--- config.mk ---
export PLATFORM = sky130hd
export DESIGN_NAME = bin_match_core
export DESIGN_NICKNAME = d
export VERILOG_FILES = /design/src/rtl/bmc_pkg.sv /design/src/rtl/bmc_popcount.sv /design/src/rtl/bmc_scan_ctrl.sv /design/src/rtl/bmc_thr_pack.sv /design/src/rtl/bin_match_core.sv
export SDC_FILE = /design/constraint.sdc
export NUM_CORES = 1
export LEC_CHECK = 0
export ABC_AREA = 1
export BUFFER_PORTS_ARGS = -buffer_cell sky130_fd_sc_hd__buf_4
export CAP_MARGIN = 20
export CELL_PAD_IN_SITES_DETAIL_PLACEMENT = 0
export CELL_PAD_IN_SITES_GLOBAL_PLACEMENT = 1
export CORE_UTILIZATION = 42
export CTS_CLUSTER_DIAMETER = 120
export CTS_CLUSTER_SIZE = 40
export DETAILED_ROUTE_END_ITERATION = 8
export GPL_TIMING_DRIVEN = 0
export PLACE_DENSITY = 0.94
export SYNTH_ARGS = -nofsm -noshare
export SYNTH_HDL_FRONTEND = slang
export SYNTH_SLANG_ARGS = --single-unit
--- constraint.sdc ---
create_clock -name clk -period 5.02 [get_ports clk]
set_input_delay 1.004 -clock clk [delete_from_list [all_inputs] [get_ports clk]]
set_output_delay 1.004 -clock clk [all_outputs]
set_load 0.02 [all_outputs]
--- src/rtl/bmc_pkg.sv ---
package bmc_pkg;

    typedef enum logic [0:0] {
        ST_IDLE = 1'b0,
        ST_SCAN = 1'b1
    } scan_state_e;

endpackage

--- src/rtl/bmc_popcount.sv ---
module bmc_popcount #(
    parameter int W = 8,
    localparam int CW = $clog2(W + 1)
) (
    input  logic [W-1:0]  bits_i,
    output logic [CW-1:0] count_o
);

    // Two-level sum: pairs are formed first, then their counts are accumulated.
    localparam int PAIRS = (W + 1) / 2;

    logic [1:0] pair_sum [PAIRS];

    for (genvar p = 0; p < PAIRS; p++) begin : g_pair
        if (2 * p + 1 < W) begin : g_full
            assign pair_sum[p] = {1'b0, bits_i[2*p]} + {1'b0, bits_i[2*p+1]};
        end else begin : g_odd
            assign pair_sum[p] = {1'b0, bits_i[2*p]};
        end
    end

    always_comb begin
        count_o = '0;
        for (int p = 0; p < PAIRS; p++) begin
            count_o = count_o + CW'(pair_sum[p]);
        end
    end

    always_comb begin
        a_r9_count_bound: assert (count_o <= CW'(W));
    end

endmodule

--- src/rtl/bmc_scan_ctrl.sv ---
module bmc_scan_ctrl
    import bmc_pkg::*;
#(
    parameter int TMPL_W = 8,
    parameter int WORD_W = 16
) (
    input  logic              clk,
    input  logic              rst_n,
    input  logic              load_i,
    input  logic [WORD_W-1:0] word_i,
    input  logic [TMPL_W-1:0] tmpl_i,
    output logic              busy_o,
    output logic              load_req_o,
    output logic [TMPL_W-1:0] win_o,
    output logic [TMPL_W-1:0] tmpl_o
);

    localparam int STEPS  = WORD_W - TMPL_W;
    localparam int STEP_W = (STEPS > 1) ? $clog2(STEPS) : 1;
    localparam logic [STEP_W-1:0] LAST = STEP_W'(STEPS - 1);

    scan_state_e       st_q, st_d;
    logic [WORD_W-1:0] img_q;
    logic [TMPL_W-1:0] tmpl_q;
    logic [STEP_W-1:0] step_q;
    logic              last_step;
    logic              take;

    assign last_step = (st_q == ST_SCAN) && (step_q == LAST);
    assign take      = load_i && ((st_q == ST_IDLE) || last_step);

    // next-state logic
    always_comb begin
        st_d = st_q;
        unique case (st_q)
            ST_IDLE: if (load_i) st_d = ST_SCAN;
            ST_SCAN: if (last_step && !load_i) st_d = ST_IDLE;
        endcase
    end

    // state register
    always_ff @(posedge clk or negedge rst_n) begin
        if (!rst_n) st_q <= ST_IDLE;
        else        st_q <= st_d;
    end

    // image shifter, captured template and step counter
    always_ff @(posedge clk or negedge rst_n) begin
        if (!rst_n) begin
            img_q  <= '0;
            tmpl_q <= '0;
            step_q <= '0;
        end else if (take) begin
            img_q  <= word_i;
            tmpl_q <= tmpl_i;
            step_q <= '0;
        end else if (st_q == ST_SCAN) begin
            img_q  <= {img_q[WORD_W-2:0], 1'b0};
            step_q <= step_q + STEP_W'(1);
        end
    end

    // outputs
    always_comb begin
        busy_o     = (st_q == ST_SCAN);
        load_req_o = last_step;
        win_o      = img_q[WORD_W-1 -: TMPL_W];
        tmpl_o     = tmpl_q;
    end

    a_r4_req_in_scan: assert property (@(posedge clk) disable iff (!rst_n)
        load_req_o |-> busy_o);

    a_r2_group_ends: assert property (@(posedge clk) disable iff (!rst_n)
        (load_req_o && !load_i) |=> !busy_o);

    a_r5_chain_restarts: assert property (@(posedge clk) disable iff (!rst_n)
        (load_req_o && load_i) |=> (busy_o && !load_req_o));

    a_r2_starts_from_idle: assert property (@(posedge clk) disable iff (!rst_n)
        (!busy_o && load_i) |=> busy_o);

endmodule

--- src/rtl/bmc_thr_pack.sv ---
module bmc_thr_pack #(
    parameter int PIX_W  = 16,
    parameter int PACK_W = 8
) (
    input  logic              clk,
    input  logic              rst_n,
    input  logic              pix_vld_i,
    input  logic [PIX_W-1:0]  pix_i,
    input  logic [PIX_W-1:0]  sum_i,
    output logic [PACK_W-1:0] byte_o,
    output logic              byte_vld_o
);

    localparam int CNT_W = (PACK_W > 1) ? $clog2(PACK_W) : 1;
    localparam logic [CNT_W-1:0] FULL = CNT_W'(PACK_W - 1);

    logic signed [PIX_W:0] diff;
    logic                  thr_bit;
    logic [PACK_W-1:0]     sh_q;
    logic [CNT_W-1:0]      cnt_q;

    // sign-extended difference cannot overflow
    assign diff    = $signed({pix_i[PIX_W-1], pix_i}) - $signed({sum_i[PIX_W-1], sum_i});
    assign thr_bit = !diff[PIX_W] && (diff != '0);

    always_ff @(posedge clk or negedge rst_n) begin
        if (!rst_n) begin
            sh_q       <= '0;
            cnt_q      <= '0;
            byte_o     <= '0;
            byte_vld_o <= 1'b0;
        end else begin
            byte_vld_o <= 1'b0;
            if (pix_vld_i) begin
                if (cnt_q == FULL) begin
                    byte_o     <= {sh_q[PACK_W-2:0], thr_bit};
                    byte_vld_o <= 1'b1;
                    sh_q       <= '0;
                    cnt_q      <= '0;
                end else begin
                    sh_q  <= {sh_q[PACK_W-2:0], thr_bit};
                    cnt_q <= cnt_q + CNT_W'(1);
                end
            end
        end
    end

    a_r8_single_pulse: assert property (@(posedge clk) disable iff (!rst_n)
        byte_vld_o |=> !byte_vld_o);

    a_r8_starts_empty: assert property (@(posedge clk) disable iff (!rst_n)
        byte_vld_o |-> (sh_q == '0 && cnt_q == '0));

endmodule

--- src/rtl/bin_match_core.sv ---
module bin_match_core #(
    parameter int TMPL_W = 8,
    parameter int WORD_W = 16,
    parameter int PIX_W  = 16,
    localparam int CNT_W = $clog2(TMPL_W + 1)
) (
    input  logic              clk,
    input  logic              rst_n,
    input  logic              load_i,
    input  logic [WORD_W-1:0] img_word_i,
    input  logic [TMPL_W-1:0] tmpl_i,
    output logic              busy_o,
    output logic              load_req_o,
    output logic [CNT_W-1:0]  score_o,
    output logic              score_vld_o,
    input  logic              pix_vld_i,
    input  logic [PIX_W-1:0]  pix_i,
    input  logic [PIX_W-1:0]  shape_sum_i,
    output logic [TMPL_W-1:0] pack_byte_o,
    output logic              pack_vld_o
);

    logic [TMPL_W-1:0] win;
    logic [TMPL_W-1:0] tmpl_cap;
    logic [CNT_W-1:0]  count;

    bmc_scan_ctrl #(.TMPL_W(TMPL_W), .WORD_W(WORD_W)) u_scan (
        .clk        (clk),
        .rst_n      (rst_n),
        .load_i     (load_i),
        .word_i     (img_word_i),
        .tmpl_i     (tmpl_i),
        .busy_o     (busy_o),
        .load_req_o (load_req_o),
        .win_o      (win),
        .tmpl_o     (tmpl_cap)
    );

    bmc_popcount #(.W(TMPL_W)) u_pop (
        .bits_i  (win & tmpl_cap),
        .count_o (count)
    );

    always_ff @(posedge clk or negedge rst_n) begin
        if (!rst_n) begin
            score_o     <= '0;
            score_vld_o <= 1'b0;
        end else begin
            score_vld_o <= busy_o;
            if (busy_o) score_o <= count;
        end
    end

    bmc_thr_pack #(.PIX_W(PIX_W), .PACK_W(TMPL_W)) u_pack (
        .clk        (clk),
        .rst_n      (rst_n),
        .pix_vld_i  (pix_vld_i),
        .pix_i      (pix_i),
        .sum_i      (shape_sum_i),
        .byte_o     (pack_byte_o),
        .byte_vld_o (pack_vld_o)
    );

    a_r3_strobe_follows_step: assert property (@(posedge clk) disable iff (!rst_n)
        busy_o |=> score_vld_o);

    a_r3_no_strobe_when_idle: assert property (@(posedge clk) disable iff (!rst_n)
        !busy_o |=> !score_vld_o);

    a_r9_score_range: assert property (@(posedge clk) disable iff (!rst_n)
        score_vld_o |-> (score_o <= CNT_W'(TMPL_W)));

endmodule

==> key figures, run 1 <==
Outcome
  – Outcome: completed

Clock network
  – CTS tree: built
  – Hold-fix buffers at CTS: 0
  – Cts repair resizes: 0
  – CTS Buf Count: 5
  – CTS clk-pin slew, worst paths: 0.10 ns
  – # Post-CTS Setup Buffers: 0
  – H-tree Lvls: 2
  – Clk root buf: clkbuf_8
  – Worst skew pair latency: 0.31 ns
  – Max clock buf depth: 2
  – Clock Sinks: 52

Setup path
  – CP endpoint kind: register
  – Worst r2r src: u_scan.img_q[8]
  – CP Max Fanout: 3
  – Reg2Reg Capture Point: score_o[1]
  – Critical path launch point: u_scan.img_q[8]
  – Reg2reg setup slack: 1.95 ns
  – Worst EP required: 5.25 ns
  – Startpoint types: register
  – WS Path Type: reg2reg
  – Critical path arrival: 3.30 ns
  – R2R depth: 9
  – Crit path capture: score_o[1]

Yosys
  – Synth area leader: dfrtp_1
  – Number of enable flip-flop cells after synthesis: 0
  – Cell count after synthesis: 490
  – Leading post-synthesis cells by cell area: dfrtp_1, nand2_1, inv_1, ha_1, nand3_1
  – Sequential area share after synthesis: 37.6%
  – Yosys cell types: 31
  – Warnings from Yosys: 0
  – FFs w/ async S/R, synth: 100%
  – Synth Flop Type: dfrtp_1
  – Synth Register Bits: 52
  – Avg Cell Area, Syn: 7.07 um^2
  – Post-Syn Area: 3460 um^2
  – Syn_nets: 578
  – Post-synth top area share: 37.6%

Route
  – WL per Instance: 10.9 um
  – Routed vias/inst: 4.65
  – DR DRC count: 0
  – Pre-antenna DRT Iters: 6
  – DRT iter0 DRCs: 118
  – Routed vias: 3135
  – Drt total wl: 7360 um
  – DRT antenna net count: 0

GRT
  – GRT overflow: 0
  – GRT Overall Usage: 18.9%
  – Antenna violations before repair: 0
  – Largest net degree at the start of global routing: 53
  – Number of global-route vias before repair: 3029
  – First-pass GRT wire length: 13200 um

Power
  – Switching Fraction: 39.2%
  – LEAKAGE: 2.47 nW
  – Switching Power: 0.619 mW
  – Power per Cell Area: 373 nW/um^2
  – Combinational share of power: 42.7%
  – Pint: 0.960 mW
  – Maximum vdd drop: 0.000115 V
  – Flop pwr share: 42.1%
  – Share of power burned in the clock network: 15.2%

Floorplan
  – CORE AREA: 7850 um^2
  – Die Ht: 92.8 um
  – Top-Level Pins: 76
  – Core Rows: 32
  – Initial Utilization: 44.1%
  – Die area: 8610 um^2
  – Chip width: 92.8 um

Finish
  – Fraction of layout cells with a size suffix above 1: 18.2%
  – Fill cells: 789
  – ANT cells: 0
  – Layout area overhead: 22.4%
  – Layout Nets: 659

Placement
  – GPL Wtd Cong: 0.825
  – I/O Buffers: 74
  – Dpl hpwl: 5910 um

STA
  – Hold Violations, Final: 0
  – Peak Freq: 0.326 GHz
  – Max Slew Vio Count: 0
  – WHS: 0.421 ns
  – Final Cycle Share: 61.2%
  – Setup TNS: 0 ns
  – Min cycle time layout: 3.07 ns
  – Clock Skew: 0.00734 ns
  – RSZ-0062 raised after global routing: no
  – Worst-Margin Slew: 0.632 ns
  – Slew headroom: 57.9%
  – Final setup viols: 0

Run
  – Max_cap viols: 0

Min path
  – Hold wc startpoint: u_scan.busy_o
  – Hold crit path type: reg2reg
## cell families after synthesis
| logic type | share of synthesized area (%) |
|---|---|
| XOR/XNOR | 0.759 |
| AND/OR/NAND/NOR | 33.1 |
| flip-flops | 37.6 |
| buffers and inverters | 11.5 |
| AO/OA/AOI/OAI | 5.89 |
| adder cells (fa/ha/maj) | 11.2 |
## worst max-delay path, cell delays in order (launching register included)
cell and delay [ns]:
dfrtp_1 0.37, nand2_1 0.09, fa_1 0.54, inv_1 0.04, ha_1 0.32, fa_1 0.52, fa_1 0.45, inv_1 0.08
fa_1 0.39, o21ai_0 0.18
## stage by stage
stage / area [um^2] / std cells / setup WS (ns) / util, % / power [mW]
5_1_grt: 4240 / 674 / 1.83 / 54.0 / 1.73
4_1_cts: 4240 / 674 / 1.94 / 54.0 / 1.60
2_1_floorplan: 3460 / 490 / 2.12 / - / 1.12
3_5_place_dp: 4150 / 666 / 1.95 / 52.8 / 1.35
6_report: 4240 / 674 / 1.95 / 54.0 / 1.58
3_3_place_gp: 4150 / 666 / 2.01 / 52.8 / 1.32
## metal layers
layer | vias to the layer above | part of all wire (%) | track usage [%]
met3 | 8 | 3.4 | 2.55
met1 | 1391 | 47 | 24.9
met5 | - | 0 | 0
met2 | 66 | 48 | 32.6
met4 | 0 | 1.3 | 5.00
li1 | 1670 | - | -
## flip-flops by register name, summed over array words and instances (netlist names)
signal             flops
u_scan.img_q          16
score_o                4
u_pack.byte_vld_o      1
u_scan.step_q          3
u_pack.cnt_q           3
u_pack.byte_o          8
score_vld_o            1
u_scan.tmpl_o          8
u_scan.busy_o          1
u_pack.sh_q            7
## how the worst min path moves through the flow
stage,to,slack [ns],depth (start not counted)
CTS,score_vld_o,0.43,0
detailed placement,score_vld_o,0.41,0
global placement,score_vld_o,0.39,0
finish,score_vld_o,0.42,0
global route,score_vld_o,0.46,0
floorplan,u_pack.cnt_q[1],0.45,2
## final cells by class
class	instances	area [um^2]	area share, %
plain buffers	10	51.3	1.21
clock buffers	5	68.8	1.62
clock inverters	3	23.8	0.561
inverters	92	345	8.15
multi-input cells	336	1760	41.6
flip-flops and latches	52	1300	30.7
well taps	102	128	3.01
repair buffers	74	556	13.1
## cell usage in the layout (no fill, tap or decap)
cell type and n:
clkbuf_2 1, nand2_2 5, buf_6 1, a22oi_1 1
clkbuf_8 5, nand2_1 190, inv_2 3, xnor2_1 1
nor2_1 13, clkinvlp_4 2, nand4_1 4, nand3b_1 3
nor3_2 1, dfrtp_1 52, nand3_2 2, and2_1 2
o22ai_1 6, clkbuf_1 4, o21ai_0 12, and2_0 1
ha_1 23, xor2_1 2, fa_1 5, nor3_1 1
or2_1 1, nor2_2 4, buf_4 74, o211ai_1 2
inv_1 89, o311ai_0 2, buf_2 4, a21oi_1 10
a21oi_4 1, nand3_1 44, clkinv_4 1
## synthesized netlist by cell type (3+ instances only)
cell,n
nor2_1,13
buf_2,4
nor2_2,4
inv_1,89
clkbuf_1,4
nand2_1,190
ha_1,23
nand2_2,5
a21oi_1,10
o22ai_1,6
inv_2,3
fa_1,5
nand3_1,44
dfrtp_1,52
o21ai_0,12
nand3b_1,3
nand4_1,4
## power by group through the flow
stage                     Sequential [mW]  Clock [mW]  Combinational, mW
after floorplan                     0.702           0              0.419
after global placement              0.665           0              0.659
after detailed placement            0.673           0              0.681
after CTS                           0.665       0.250              0.685
after global routing                0.684       0.263              0.784
final                               0.665       0.240              0.674
(Power assumes the default switching activity.)
==> run 2, diff against run 1 <==
CORE_UTILIZATION = 39   (was 42)
PLACE_DENSITY = 0.89   (was 0.94)
clock period = 3 ns   (was 5.02 ns; I/O delays follow)
==> run 2 against run 1 <==
Net effect: critical path depth unchanged; non-clock buffer count up 1; core utilization down 4.8 points; combinational power up 69%; first-iteration DRC count down 12%; global-route usage down 2.1 points; sequential power up 65%; critical endpoint unchanged; largest cell class unchanged; largest power group unchanged.
==> key figures, run 2 (synthesis results as in run 1) <==
Finish
  – Most common cell after layout, fill and taps aside: nand2_1
  – Final core area utilization: 49.3% (-4.8 points)
  – Fill cells: 883 (+12%)
  – ANT cells: 0 (unchanged)
  – Commonest non-fill, non-tap cells in the layout: nand2_1, inv_1, buf_4, dfrtp_1, nand3_1
  – Layout Nets: 660 (+0.15%)
  – Layout area overhead: 23.5%
  – Biggest register: u_scan.img_q
  – Max reg flops: 16 (unchanged)
  – Fraction of layout cells with a size suffix above 1: 18.5% (+0.32 points)

STA
  – Max Slew Vio Count: 0 (unchanged)
  – Min cycle time layout: 2.88 ns (-0.190 ns)
  – Worst-Margin Slew: 0.644 ns (+0.0114 ns)
  – Setup TNS: 0 ns (unchanged)
  – Slew headroom: 57.1% (-0.76 points)
  – Hold Violations, Final: 0 (unchanged)
  – Fin worst setup slack: 0.120 ns (-1.83 ns)
  – Peak Freq: 0.347 GHz (+6.6%)
  – Clock Skew: 0.00975 ns (+0.00241 ns)
  – Final Cycle Share: 96.0% (+35 points)
  – Final setup viols: 0 (unchanged)
  – RSZ-0062 raised after global routing: no

Setup path
  – Crit-path cells: nand2_1 > fa_1 > inv_1 > ha_1 > fa_1 > fa_2 > inv_1 > fa_1 > o21ai_1
  – CP Max Fanout: 2 (-1)
  – WS Path Type: reg2reg
  – Worst path most repeated cell: fa_1
  – Startpoint types: register
  – CP max stage cell: fa_1
  – Critical path arrival: 3.11 ns (-0.19 ns)
  – Worst EP required: 3.23 ns (-2.02 ns)
  – CP endpoint kind: register
  – Worst stage delay on the critical path: 0.54 ns (about the same)

Floorplan
  – Chip width: 96.2 um (+3.7%)
  – Top-Level Pins: 76 (unchanged)
  – Initial Utilization: 39.9% (-4.2 points)
  – Die Ht: 96.2 um (+3.7%)
  – Core Rows: 34 (+6.3%)
  – CORE AREA: 8680 um^2 (+11%)
  – Die area: 9260 um^2 (+7.5%)

Route
  – Routed vias/inst: 4.67 (+0.46%)
  – Routed vias: 3182 (+1.5%)
  – DR DRC count: 0 (unchanged)
  – DRT iter0 DRCs: 104 (-12%)
  – DRT antenna net count: 0 (unchanged)
  – Pre-antenna DRT Iters: 4 (-2)
  – WL per Instance: 10.7 um (-1.9%)
  – Drt total wl: 7290 um (-0.90%)

Power
  – Share of power burned in the clock network: 17.4% (+2.2 points)
  – Combinational share of power: 41.9% (-0.8 points)
  – Power per Cell Area: 636 nW/um^2 (+71%)
  – Switching Power: 1.02 mW (+65%)
  – Pint: 1.70 mW (+77%)
  – Maximum vdd drop: 0.000223 V (+93%)
  – Switching Fraction: 37.6% (-1.6 points)
  – Design Power: 2.72 mW (+72%)
  – LEAKAGE: 2.48 nW (+0.70%)
  – Flop pwr share: 40.6% (-1.5 points)

Placement
  – I/O Buffers: 74 (unchanged)
  – Pre-CTS worst setup slack: -0.0508 ns (-2.00 ns)
  – GPL Wtd Cong: 0.898 (+8.8%)
  – Dpl hpwl: 5910 um (about the same)

GRT
  – GRT Overall Usage: 16.8% (-2.1 points)
  – GRT overflow: 0 (unchanged)
  – First-pass GRT wire length: 12300 um (-6.3%)
  – Number of global-route vias before repair: 2930 (-3.3%)
  – Antenna violations before repair: 0 (unchanged)
  – Largest net degree at the start of global routing: 53 (unchanged)

Outcome
  – Outcome: completed

Clock network
  – Max clock buf depth: 2 (unchanged)
  – H-tree Lvls: 2 (unchanged)
  – CTS clk-pin slew, worst paths: 0.10 ns (about the same)
  – Hold-fix buffers at CTS: 0 (unchanged)
  – CTS Buf Count: 5 (unchanged)
  – Clk root buf: clkbuf_8
  – Clock Sinks: 52 (unchanged)
  – CTS tree: built
  – Worst skew pair latency: 0.30 ns (about the same)

Run
  – Max_cap viols: 0 (unchanged)

Min path
  – Hold crit path type: in2async
-- run 2: final timing paths --
kind / endpoint / slack (ns) / cells after the start / start
setup / recovery: score_o[1] / 0.12 / 9 / u_scan.img_q[8]
hold / removal: u_pack.byte_o[4] / 0.30 / 1 / rst_n
setup reg to reg: score_o[1] / 0.12 / 9 / u_scan.img_q[8]
hold reg to reg: score_vld_o / 0.41 / 0 / u_scan.busy_o
max in group asynchronous: u_scan.img_q[1] / 2.25 / 1 / rst_n
min in group clk: score_vld_o / 0.41 / 0 / u_scan.busy_o
-- run 2: worst max-delay path: cells and delay by family, from the launching register on --
kind | cells | cell delay, ns
adder cells (fa/ha/maj) | 5 | 2.12
AND/OR/NAND/NOR | 1 | 0.09
buffers and inverters | 2 | 0.11
AO/OA/AOI/OAI | 1 | 0.14
flip-flops | 1 | 0.36
-- run 2: power by group through the flow --
stage	sequential, mW	combinational [mW]	clock [mW]
after floorplan	1.17	0.702	0
after global placement	1.11	1.11	0
after detailed placement	1.12	1.14	0
after CTS	1.11	1.16	0.487
after global routing	1.14	1.34	0.518
final	1.10	1.14	0.473
-- run 2: cell type report --
class                           instances  area, um^2  area share [%]
Buffer                                 10        51.3            1.20
Sequential cell                        52        1300            30.4
Tap cell                              108         135            3.16
Clock buffer                            5        68.8            1.61
Inverter                               92         345            8.08
Multi-Input combinational cell        336        1770            41.3
Clock inverter                          3        42.5           0.995
Timing Repair Buffer                   75         563            13.2
-- run 2: through the flow --
stage	hold WS, ns	cell area (um^2)	cells
2_1_floorplan	0.304	3460	490
3_3_place_gp	0.385	4150	672
3_5_place_dp	0.391	4150	672
4_1_cts	0.339	4270	681
5_1_grt	0.359	4270	681
6_report	0.304	4270	681
-- run 2: repair_timing --
item                       4_1_cts  5_1_grt
setup buffers                    1        0
pin swaps                        1        0
resized for setup                0        2
hold endpoints to repair         0        0
setup endpoints to repair        1        1
-- run 2: routing by layer --
metal  global-route usage (%)  wire length [um]  share of wire (%)
met5                        0                 0                  0
met4                     4.48                95                1.3
met3                     2.21               250                3.4
met2                     29.4              3480                 48
met1                     21.6              3460                 47
==> run 3, diff against run 2 <==
CORE_ASPECT_RATIO = 1.75   (was not set)
CORE_MARGIN = 2   (was not set)
==> run 3 against run 2 <==
Net effect: register-to-register slack worse by 0.03 ns; final area up 1.6%; die area up 4.5%; combinational power about the same; flip-flop and latch count unchanged; clock power up 24%; sequential share of layout area down 0.47 points; clock skew down 0.0014 ns; non-clock buffer count up 2; critical endpoint unchanged; largest cell class unchanged; largest power group unchanged.
==> key figures, run 3 (synthesis results as in run 1) <==
Outcome
  – Outcome: completed

Setup path
  – Critical path arrival: 3.13 ns (+0.02 ns)
  – CP Max Fanout: 2 (unchanged)
  – Critical path launch point: u_scan.img_q[11]
  – R2R depth: 9 (unchanged)
  – Worst EP required: 3.22 ns (about the same)
  – Crit path capture: score_o[1]
  – CP endpoint kind: register
  – Reg2Reg Capture Point: score_o[1]
  – Worst r2r src: u_scan.img_q[11]
  – WS Path Type: reg2reg
  – Reg2reg setup slack: 0.09 ns (-0.03 ns)
  – Startpoint types: register

Power
  – Switching Fraction: 38.2% (+0.65 points)
  – Share of power burned in the clock network: 20.3% (+2.9 points)
  – Combinational share of power: 40.6% (-1.3 points)
  – Power per Cell Area: 664 nW/um^2 (+4.4%)
  – Pint: 1.78 mW (+4.9%)
  – Maximum vdd drop: 0.000442 V (+98%)
  – Switching Power: 1.10 mW (+7.9%)
  – LEAKAGE: 2.51 nW (+1.1%)
  – Design Power: 2.88 mW (+6.0%)
  – Flop pwr share: 39.1% (-1.5 points)

Clock network
  – Clock Sinks: 52 (unchanged)
  – Max clock buf depth: 2 (unchanged)
  – Hold-fix buffers at CTS: 0 (unchanged)
  – H-tree Lvls: 2 (unchanged)
  – Worst skew pair latency: 0.30 ns (about the same)
  – CTS tree: built
  – CTS Buf Count: 5 (unchanged)
  – Clk root buf: clkbuf_16
  – CTS clk-pin slew, worst paths: 0.07 ns (-0.03 ns)

Floorplan
  – Initial Utilization: 39.9% (about the same)
  – Die area: 9680 um^2 (+4.5%)
  – Die Ht: 129 um (+34%)
  – Chip width: 75.2 um (-22%)
  – CORE AREA: 8670 um^2 (about the same)
  – Core Rows: 45 (+32%)
  – Top-Level Pins: 76 (unchanged)

Finish
  – Fin area: 4340 um^2 (+1.6%)
  – Max reg flops: 16 (unchanged)
  – Commonest non-fill, non-tap cells in the layout: nand2_1, inv_1, buf_4, dfrtp_1, nand3_1
  – Layout Nets: 662 (+0.30%)
  – Most common cell after layout, fill and taps aside: nand2_1
  – Finished Layout Cells: 692 (+1.6%)
  – ANT cells: 0 (unchanged)
  – Biggest register: u_scan.img_q
  – Final core area utilization: 50.1% (+0.82 points)
  – Fraction of layout cells with a size suffix above 1: 19.0% (+0.46 points)
  – Fill cells: 930 (+5.3%)
  – Reg area: 1300 um^2 (unchanged)
  – Layout area overhead: 25.4%
  – Multi-input gate area: 1770 um^2 (+0.14%)

STA
  – Clock Skew: 0.00839 ns (-0.00137 ns)
  – Min cycle time layout: 2.91 ns (+0.0278 ns)
  – Worst-Margin Slew: 0.639 ns (-0.00432 ns)
  – Peak Freq: 0.344 GHz (-0.96%)
  – Slew headroom: 57.4% (+0.29 points)
  – Max Slew Vio Count: 0 (unchanged)
  – WHS: 0.329 ns (+0.0249 ns)
  – Final setup viols: 0 (unchanged)
  – Final Cycle Share: 96.9% (+0.93 points)
  – Setup TNS: 0 ns (unchanged)
  – Fin worst setup slack: 0.0921 ns (-0.0278 ns)
  – RSZ-0062 raised after global routing: no
  – Hold Violations, Final: 0 (unchanged)

Route
  – WL per Instance: 11.7 um (+9.2%)
  – DRT iter0 DRCs: 96 (-7.7%)
  – WL met2: 4700 um (+35%)
  – Drt total wl: 8090 um (+11%)
  – Routed wl met3: 264 um (+5.6%)
  – Pre-antenna DRT Iters: 5 (+1)
  – Top layer in use: met4
  – Routed vias: 3299 (+3.7%)
  – DRT antenna net count: 0 (unchanged)
  – Routed vias/inst: 4.77 (+2.0%)
  – DR DRC count: 0 (unchanged)
  – Wl on met1: 2940 um (-15%)

Placement
  – Dpl hpwl: 6670 um (+13%)
  – Pre-CTS worst setup slack: -0.163 ns (-0.112 ns)
  – GPL Wtd Cong: 0.827 (-7.9%)
  – Post-placement cell area: 4160 um^2 (+0.27%)
  – Inst Count DP: 681 (+1.3%)
  – I/O Buffers: 74 (unchanged)

GRT
  – First-pass GRT wire length: 13600 um (+11%)
  – Largest net degree at the start of global routing: 53 (unchanged)
  – GRT Overall Usage: 17.8% (+0.96 points)
  – Antenna violations before repair: 0 (unchanged)
  – Number of global-route vias before repair: 3304 (+13%)
  – GRT overflow: 0 (unchanged)

Run
  – Max_cap viols: 0 (unchanged)

Min path
  – Hold crit path type: in2async
==> run 3: worst min-delay path by stage <==
| stage | end | slack (ns) |
|---|---|---|
| CTS | u_pack.byte_vld_o | 0.35 |
| global placement | score_vld_o | 0.38 |
| global route | score_o[2] | 0.38 |
| detailed placement | score_vld_o | 0.39 |
| finish | u_scan.tmpl_o[5] | 0.33 |
| floorplan | score_o[0] | 0.30 |
==> run 3: cell type report <==
class                           count  share of cell area, %
Buffer                             10                   1.18
Timing Repair Buffer               77                   13.3
Inverter                           92                   7.95
Clock buffer                        5                   2.88
Multi-Input combinational cell    336                   40.7
Clock inverter                      3                  0.576
Sequential cell                    52                   30.0
Tap cell                          117                   3.37
==> run 3: critical path, stage by stage, from the launching register on <==
cell     delay, ns
dfrtp_1       0.38
nand2_2       0.06
fa_1          0.56
inv_1         0.06
ha_1          0.31
fa_1          0.48
fa_2          0.36
inv_1         0.08
fa_1          0.41
o21ai_1       0.14
==> run 3: power groups by stage <==
stage,Combinational [mW],Sequential (mW),Clock (mW)
global placement,1.12,1.13,0
detailed placement,1.16,1.14,0
global route,1.34,1.15,0.633
floorplan,0.702,1.17,0
CTS,1.20,1.12,0.597
finish,1.17,1.13,0.585
==> run 3: repair_timing <==
item / CTS / global route
pin swaps: 2 / 2
setup endpoints to repair: 2 / 2
gates resized for setup: 2 / 2
buffers inserted: 3 / 0
==> run 3: metal layers <==
metal  vias to the layer above  GRT usage [%]
met3                        14           2.04
met1                      1543           17.5
met4                         0           5.78
met5                         -              0
met2                        65           36.1
li1                       1677              -
